### config.mk
export PLATFORM = sky130hd
export DESIGN_NAME = booth_mac
export DESIGN_NICKNAME = d
export VERILOG_FILES = /design/src/rtl/booth_mac_pkg.sv /design/src/rtl/booth_recoder.sv /design/src/rtl/booth_pp_row.sv /design/src/rtl/csa_reduce.sv /design/src/rtl/booth_mac.sv
export SDC_FILE = /design/constraint.sdc
export NUM_CORES = 1
export LEC_CHECK = 0
export CAP_MARGIN = 10
export CORE_ASPECT_RATIO = 0.6
export CORE_MARGIN = 5
export CORE_UTILIZATION = 50
export DETAILED_ROUTE_END_ITERATION = 10
export PLACE_DENSITY = 0.72
export SYNTH_ARGS = -nofsm -noshare
export SYNTH_HDL_FRONTEND = slang
export SYNTH_SLANG_ARGS = --single-unit
### constraint.sdc
create_clock -name clk -period 5.3 [get_ports clk]
set_input_delay 1.325 -clock clk [delete_from_list [all_inputs] [get_ports clk]]
set_output_delay 1.325 -clock clk [all_outputs]
set_load 0.01 [all_outputs]
### src/rtl/booth_mac_pkg.sv
`timescale 1ns/1ps
package booth_mac_pkg;

   // selection of one radix-4 digit: sign and magnitude (1x or 2x)
   typedef struct packed {
      logic neg;
      logic one;
      logic two;
   } booth_sel_t;

   // triplet = {upper, middle, lower} multiplier bits
   function automatic booth_sel_t booth_recode(input logic [2:0] trip);
      booth_sel_t s;
      s.one = trip[1] ^ trip[0];
      s.two = (trip[2] & ~trip[1] & ~trip[0]) | (~trip[2] & trip[1] & trip[0]);
      s.neg = trip[2] & ~(trip[1] & trip[0]);
      return s;
   endfunction

endpackage

### src/rtl/booth_recoder.sv
`timescale 1ns/1ps
module booth_recoder
   import booth_mac_pkg::*;
#(
   parameter int OPW  = 8,
   parameter int NDIG = OPW/2 + 1
) (
   input  logic [OPW-1:0] mplier,
   input  logic           is_signed,
   output booth_sel_t     sel [NDIG]
);

   localparam int EXTW = 2*NDIG + 1;

   logic           ext_bit;
   logic [EXTW-1:0] ext;

   // sign or zero extension, with an implicit 0 below bit 0
   assign ext_bit = is_signed & mplier[OPW-1];
   assign ext     = {{(EXTW-OPW-1){ext_bit}}, mplier, 1'b0};

   for (genvar k = 0; k < NDIG; k++) begin : g_digit
      assign sel[k] = booth_recode(ext[2*k+2 : 2*k]);
   end

endmodule

### src/rtl/booth_pp_row.sv
`timescale 1ns/1ps
module booth_pp_row
   import booth_mac_pkg::*;
#(
   parameter int ACCW  = 16,
   parameter int SHIFT = 0
) (
   input  logic [ACCW-1:0] mcand,
   input  booth_sel_t      sel,
   output logic [ACCW-1:0] row
);

   logic [ACCW-1:0] mag;
   logic [ACCW-1:0] inv;

   always_comb begin
      if (sel.two)
         mag = mcand << 1;
      else if (sel.one)
         mag = mcand;
      else
         mag = '0;
      inv = mag ^ {ACCW{sel.neg}};
      row = inv << SHIFT;
   end

endmodule

### src/rtl/csa_reduce.sv
`timescale 1ns/1ps
module csa_reduce #(
   parameter int W = 16,
   parameter int N = 7
) (
   input  logic [W-1:0] rows [N],
   output logic [W-1:0] sum,
   output logic [W-1:0] carry
);

   localparam int NST = N - 1;

   logic [W-1:0] s_st [NST];
   logic [W-1:0] c_st [NST];

   assign s_st[0] = rows[0];
   assign c_st[0] = rows[1];

   // linear chain of 3:2 compressors, one per extra row
   for (genvar j = 0; j < N-2; j++) begin : g_stage
      logic [W-1:0] a, b, c, maj;
      assign a   = s_st[j];
      assign b   = c_st[j];
      assign c   = rows[j+2];
      assign maj = (a & b) | (a & c) | (b & c);
      assign s_st[j+1] = a ^ b ^ c;
      assign c_st[j+1] = {maj[W-2:0], 1'b0};
   end

   assign sum   = s_st[NST-1];
   assign carry = c_st[NST-1];

endmodule

### src/rtl/booth_mac.sv
`timescale 1ns/1ps
module booth_mac
   import booth_mac_pkg::*;
#(
   parameter int OPW  = 8,
   parameter int ACCW = 16
) (
   input  logic            clk,
   input  logic            rst_n,
   input  logic            clr,
   input  logic            in_valid,
   input  logic            is_signed,
   input  logic [OPW-1:0]  x,
   input  logic [OPW-1:0]  y,
   output logic [ACCW-1:0] acc_out
);

   localparam int NDIG  = OPW/2 + 1;
   localparam int NROWS = NDIG + 2;

   // elaboration-time parameter checks
   if ((OPW % 2) != 0 || OPW < 4) begin : g_bad_opw
      $error("booth_mac: OPW must be even and at least 4");
   end
   if (ACCW < 2*OPW) begin : g_bad_accw
      $error("booth_mac: ACCW must hold a full product");
   end

   booth_sel_t      sel [NDIG];
   logic [ACCW-1:0] mcand;
   logic [ACCW-1:0] rows [NROWS];
   logic [ACCW-1:0] cin_row;
   logic [ACCW-1:0] sum_row, carry_row, next_acc;
   logic [ACCW-1:0] acc_q;

   assign mcand = {{(ACCW-OPW){is_signed & x[OPW-1]}}, x};

   booth_recoder #(.OPW(OPW), .NDIG(NDIG)) u_rec (
      .mplier    (y),
      .is_signed (is_signed),
      .sel       (sel)
   );

   for (genvar k = 0; k < NDIG; k++) begin : g_pp
      booth_pp_row #(.ACCW(ACCW), .SHIFT(2*k)) u_row (
         .mcand (mcand),
         .sel   (sel[k]),
         .row   (rows[k])
      );
   end

   // +1 of each negated digit at its lowest weight; positions never collide
   always_comb begin
      cin_row = '0;
      for (int k = 0; k < NDIG; k++)
         cin_row[2*k] = sel[k].neg;
   end

   assign rows[NDIG]   = cin_row;
   assign rows[NDIG+1] = acc_q;

   csa_reduce #(.W(ACCW), .N(NROWS)) u_csa (
      .rows  (rows),
      .sum   (sum_row),
      .carry (carry_row)
   );

   // the single carry-propagate adder
   assign next_acc = sum_row + carry_row;

   always_ff @(posedge clk or negedge rst_n) begin
      if (!rst_n)
         acc_q <= '0;
      else if (clr)
         acc_q <= '0;
      else if (in_valid)
         acc_q <= next_acc;
   end

   assign acc_out = acc_q;

endmodule

-- Yosys cells after proc, flatten, opt, wreduce, memory -nomap -nowiden
Index checks and enable logic that the tools add are counted.
- logic and storage cells: 96
- flip-flop bits (word level): 16
- bits of input ports: 21
- add/subtract/negate cells: 1
- reductions and logical operators: 1
- bitwise logic cells: 82
- mux-type cells: 11
- operators with widths (operator ; count):
    $and 15x15->15 ; 13
    $xor 16x16->16 ; 10
    $or 15x15->15 ; 10
    $mux 16 ; 4
    $and 15x9->15 ; 2
    $mux 14 ; 2
    $mux 12 ; 2
    $and 1x1->1 ; 23
    $mux 10 ; 2
    $add 16x16->16 ; 1
    $xor 16x9->16 ; 1
    $xor 14x14->14 ; 1
    $not 1->1 ; 12
    $xor 12x12->12 ; 1
    $xor 10x10->10 ; 1
    $mux 8 ; 1
    $xor 8x8->8 ; 1
    $xor 1x1->1 ; 4
    $or 1x1->1 ; 3
    $reduce_bool 2->1 ; 1

-- Depth between registers and ports, before layout
- depth after elaboration: 24
- gate-level depth with buffers: 23
- gate-level depth less buffers: 23

-- Cells and area by module
A second synthesis with hierarchy kept.
- cells, all modules: 658
- area, all modules: 6227.2 µm²
- modules (own cells, without submodules) (module ; cells an instance ; times used ; seq. area each (µm²) ; area an instance (µm²)):
    csa_reduce ; 94 ; 1 ; 0.0 ; 1605.3
    booth_mac ; 183 ; 1 ; 400.4 ; 1546.5
    booth_pp_row at g_pp[0].u_row ; 91 ; 1 ; 0.0 ; 713.2
    booth_pp_row at g_pp[1].u_row ; 81 ; 1 ; 0.0 ; 635.6
    booth_pp_row at g_pp[2].u_row ; 72 ; 1 ; 0.0 ; 606.8
    booth_pp_row at g_pp[3].u_row ; 63 ; 1 ; 0.0 ; 549.3
    booth_pp_row at g_pp[4].u_row ; 52 ; 1 ; 0.0 ; 414.1
    booth_recoder ; 22 ; 1 ; 0.0 ; 156.4

-- Worst setup path before layout
No wires, ideal clock.
- path type: input to register
- start: input port y[3]
- end: register acc_q[15] (netlist: acc_out[15])
- path slack: -1245 ps
- arrival time: 6421 ps
- path buffers: 1
- cell stages on the path: 19
- cell sequence: ha_1 -> nor2b_1 -> buf_1 -> xnor2_1 -> fa_1 -> fa_1 -> inv_1 -> fa_1 -> inv_1 -> fa_1 -> fa_1 -> ha_1 -> or3_1 -> a221oi_2 -> o31ai_2 -> a221oi_2 -> xnor2_1 -> and3_1 -> a211o_1
- longest elaborated chain between the ends: 24
- ends and longest elaborated chain (element ; RTL line ; RTL):
    start, declared ; booth_mac.sv:14 ; input logic [OPW-1:0] y,
    $not 1->1 ; booth_mac_pkg.sv:15 ; s.two = (trip[2] & ~trip[1] & ~trip[0]) | (~trip[2] & trip[1] & trip[0]);
    $and 1x1->1 (2 in series) ; booth_mac_pkg.sv:15 ;
    $or 1x1->1 ; booth_mac_pkg.sv:15 ;
    $mux 14 ; booth_pp_row.sv:17 ; if (sel.two)
    $xor 14x14->14 ; booth_pp_row.sv:23 ; inv = mag ^ {ACCW{sel.neg}};
    $and 15x15->15 ; csa_reduce.sv:25 ; assign maj = (a & b) | (a & c) | (b & c);
    $or 15x15->15 (2 in series) ; csa_reduce.sv:25 ;
    $and 15x15->15 ; csa_reduce.sv:25 ;
    [... 3 more ...] ; - ;
    $or 15x15->15 (2 in series) ; csa_reduce.sv:25 ;
    $and 15x15->15 ; csa_reduce.sv:25 ;
    $or 15x15->15 (2 in series) ; csa_reduce.sv:25 ;
    $and 15x15->15 ; csa_reduce.sv:25 ;
    $or 15x15->15 (2 in series) ; csa_reduce.sv:25 ;
    $add 16x16->16 * ; booth_mac.sv:69 ; assign next_acc = sum_row + carry_row;
    $mux 16 * ; booth_mac.sv:76 ; else if (in_valid)
    $mux 16 * ; booth_mac.sv:74 ; else if (clr)
    end signal, assigned ; booth_mac.sv:77 ; acc_q <= next_acc;
    end, declared ; booth_mac.sv:34 ; logic [ACCW-1:0] acc_q;
Every way passes the cells marked *; elsewhere a longest branch is shown, timed or not. The select of a mux whose other input is x is not followed.
A chain may end at the register's enable or synchronous reset.

-- Final worst setup path
- start: input port y[2]
- end: register acc_q[15] (netlist: acc_out[15])
Same word-level chain as after synthesis.

==> results.cfg <==
[run_status]
status = complete, but fails checks
violations = setup timing

[place]
place_congestion = 0.890
hpwlAfterDp_microns = 8150
pre_cts_slack_ps = -1910
io_buffers = 36

[yosys]
synth-seq-area-share = 0.112
synth_edf_count = 0
ys_ff_latch = 16
yosys_warnings = 0
syn-num-nets = 516
yosys.area.top_type = fa_1
ys_top_cells_by_area = fa_1, ha_1, dfrtp_1
synthFlopType = dfrtp_1
syn_inst = 414
syn-cell-area_sq_um = 3560
synth_cell_types = 43
async_flop_share = 1.00
netlist.area_leader.share = 0.230
syn-mean-instance-area_sq_um = 8.61

[timing]
setup_slack_ps = -1060
fmax_mhz = 157
period_minus_slack_ps = 6360
worst_pin_slew_ps = 947
rsz0062_at_grt = yes
maxSlewHeadroom = 0.367
finalSetupViolations = 10
whs_ps = 540
finalCritPeriodShare = 1.20
skew_ps = 1.64
slew_viol_final = 0
final_hold_viol_count = 0

[final_layout]
final_util = 0.792
area_delta_synth_final_pct = 50.8
fin_nets = 636
drive_above_1_share = 0.351
antennaDiodeCount = 0
final_common_cell = buf_4
final_cell_mix = buf_4, inv_1, fa_1, nand2_1, xnor2_1
largest_register_ffs = 16

[floorplan]
fp.dieArea_sq_um = 8970
die-width_microns = 119
fp.dieH_microns = 75.4
rows = 23
io_pins = 37
initial_utilization = 0.525
core_sq_um = 6790

[worst_setup_path]
cp.required_ps = 5430
cp_data_arrival_time_ps = 6490
crit_path_max_fanout = 5
worst-setup-path-type = in -> reg
worst_setup_path_end_kind = register
cp-start-kind = primary input

[cts]
clk_pin_slew_ps = 50
root_buffer = clkbuf_16
cts_buffers = 3
cts_max_level = 1
clk_path_buf_depth = 2
cts_tree = built
cts_sinks = 16
insertion_delay_ps = 250

[routing]
routed_via_density = 5.51
vias = 3416
drc = 0
wl_per_cell_microns = 17.2
drt-total-wl_microns = 10700
drt_iter0_markers = 229
dr.pass1.iters = 4
final_antenna_net_count = 0

[global_routing]
gr-total-overflow = 0
first_global_vias = 3414
grt.total_usage = 0.234
antenna_found_initial = 0
grt_first_pass_wirelength_microns = 16700
grt_max_degree = 20

[run]
cap_violations = 0

[pwr]
power.density_nw_per_um2 = 808
irDropWorstVdd_uv = 826
leakage_uw = 0.00265

[worst_hold_path]
worstHoldPathType = reg -> reg
## kinds of logic after synthesis
| logic type | Yosys count | synth area share |
|---|---|---|
| simple gates | 104 | 0.147 |
| xor+xnor | 52 | 0.128 |
| compound gates | 76 | 0.137 |
| buf+inv | 75 | 0.0797 |
| other cells | 1 | 0.00105 |
| flops | 16 | 0.112 |
| mux | 9 | 0.0253 |
| fa+ha+maj | 81 | 0.371 |
## power breakdown
group | switching (uW) | internal (uW) | total (uW)
clock | 49.4 | 115 | 164
sequential | 39.6 | 165 | 205
combinational | 1880 | 2090 | 3970
total | 1970 | 2370 | 4340
## stage by stage
stage / instance area (sq um) / power [uW] / setup TNS, ps / std cells
4_1_cts: 5070 / 3960 / -6970 / 615
3_3_place_gp: 4750 / 3430 / -13540 / 605
2_1_floorplan: 3710 / 2300 / -3820 / 414
5_1_grt: 5380 / 4800 / -8390 / 620
6_report: 5380 / 4340 / -6630 / 620
3_5_place_dp: 4750 / 3530 / -15370 / 605
## worst paths after layout
kind	cells after the start	endpoint	slack, ps	startpoint
hold reg to reg	1	acc_out[15]	540	acc_out[15]
setup reg to reg	12	acc_out[15]	2020	acc_out[1]
setup / recovery	22	acc_out[15]	-1060	y[2]
hold / removal	1	acc_out[15]	540	acc_out[15]
max in group asynchronous	1	acc_out[0]	3300	rst_n
min in group asynchronous	1	acc_out[11]	1520	rst_n
## what timing repair did
item,4_1_cts,5_1_grt
pin swaps,38,49
gates resized for setup,66,54
hold buffers,0,0
buffers inserted,7,6
endpoints found under the setup margin,12,10
## synthesized netlist by cell type (3+ instances only)
| cell | count |
|---|---|
| and2_1 | 4 |
| a21o_1 | 5 |
| xor2_1 | 19 |
| nor2b_1 | 5 |
| dfrtp_1 | 16 |
| and3_1 | 23 |
| o21a_1 | 4 |
| clkbuf_1 | 13 |
| o21ai_0 | 11 |
| inv_1 | 54 |
| buf_1 | 6 |
| nand2_1 | 30 |
| nand3_1 | 7 |
| fa_1 | 41 |
| ha_1 | 40 |
| a21oi_1 | 34 |
| a22o_1 | 3 |
| nor2_1 | 22 |
| mux2i_1 | 9 |
| o21bai_1 | 3 |
| xnor2_1 | 33 |
## metal layers
layer	share of wire	up-vias	routed length, microns	track usage
li1	-	1605	-	-
met5	0	-	0	0
met2	0.47	114	5050	0.410
met3	0.084	23	897	0.0445
met1	0.42	1674	4490	0.312
met4	0.021	0	227	0.0398
## worst max-delay path: stages
cell and delay [ps]:
buf_6 80, nand2_1 80, buf_4 140, o21ai_1 150, buf_4 200, a21oi_4 70
xnor2_2 160, fa_1 500, fa_1 510, inv_2 40, fa_1 490, inv_1 50
fa_1 460, fa_1 480, ha_2 190, or3_4 380, a221oi_4 270, o31ai_4 140
a221oi_2 270, xnor2_1 110, and3_1 170, a211o_1 210
## layout make-up
| type | instances | area (sq um) |
|---|---|---|
| Clock buffer | 4 | 88.8 |
| Fill cell | 432 | 1420 |
| Sequential cell | 16 | 400 |
| Multi-Input combinational cell | 323 | 3420 |
| Timing Repair Buffer | 136 | 1150 |
| Tap cell | 87 | 109 |
| Inverter | 54 | 203 |
No activity file was read; power rests on OpenSTA's default activity.
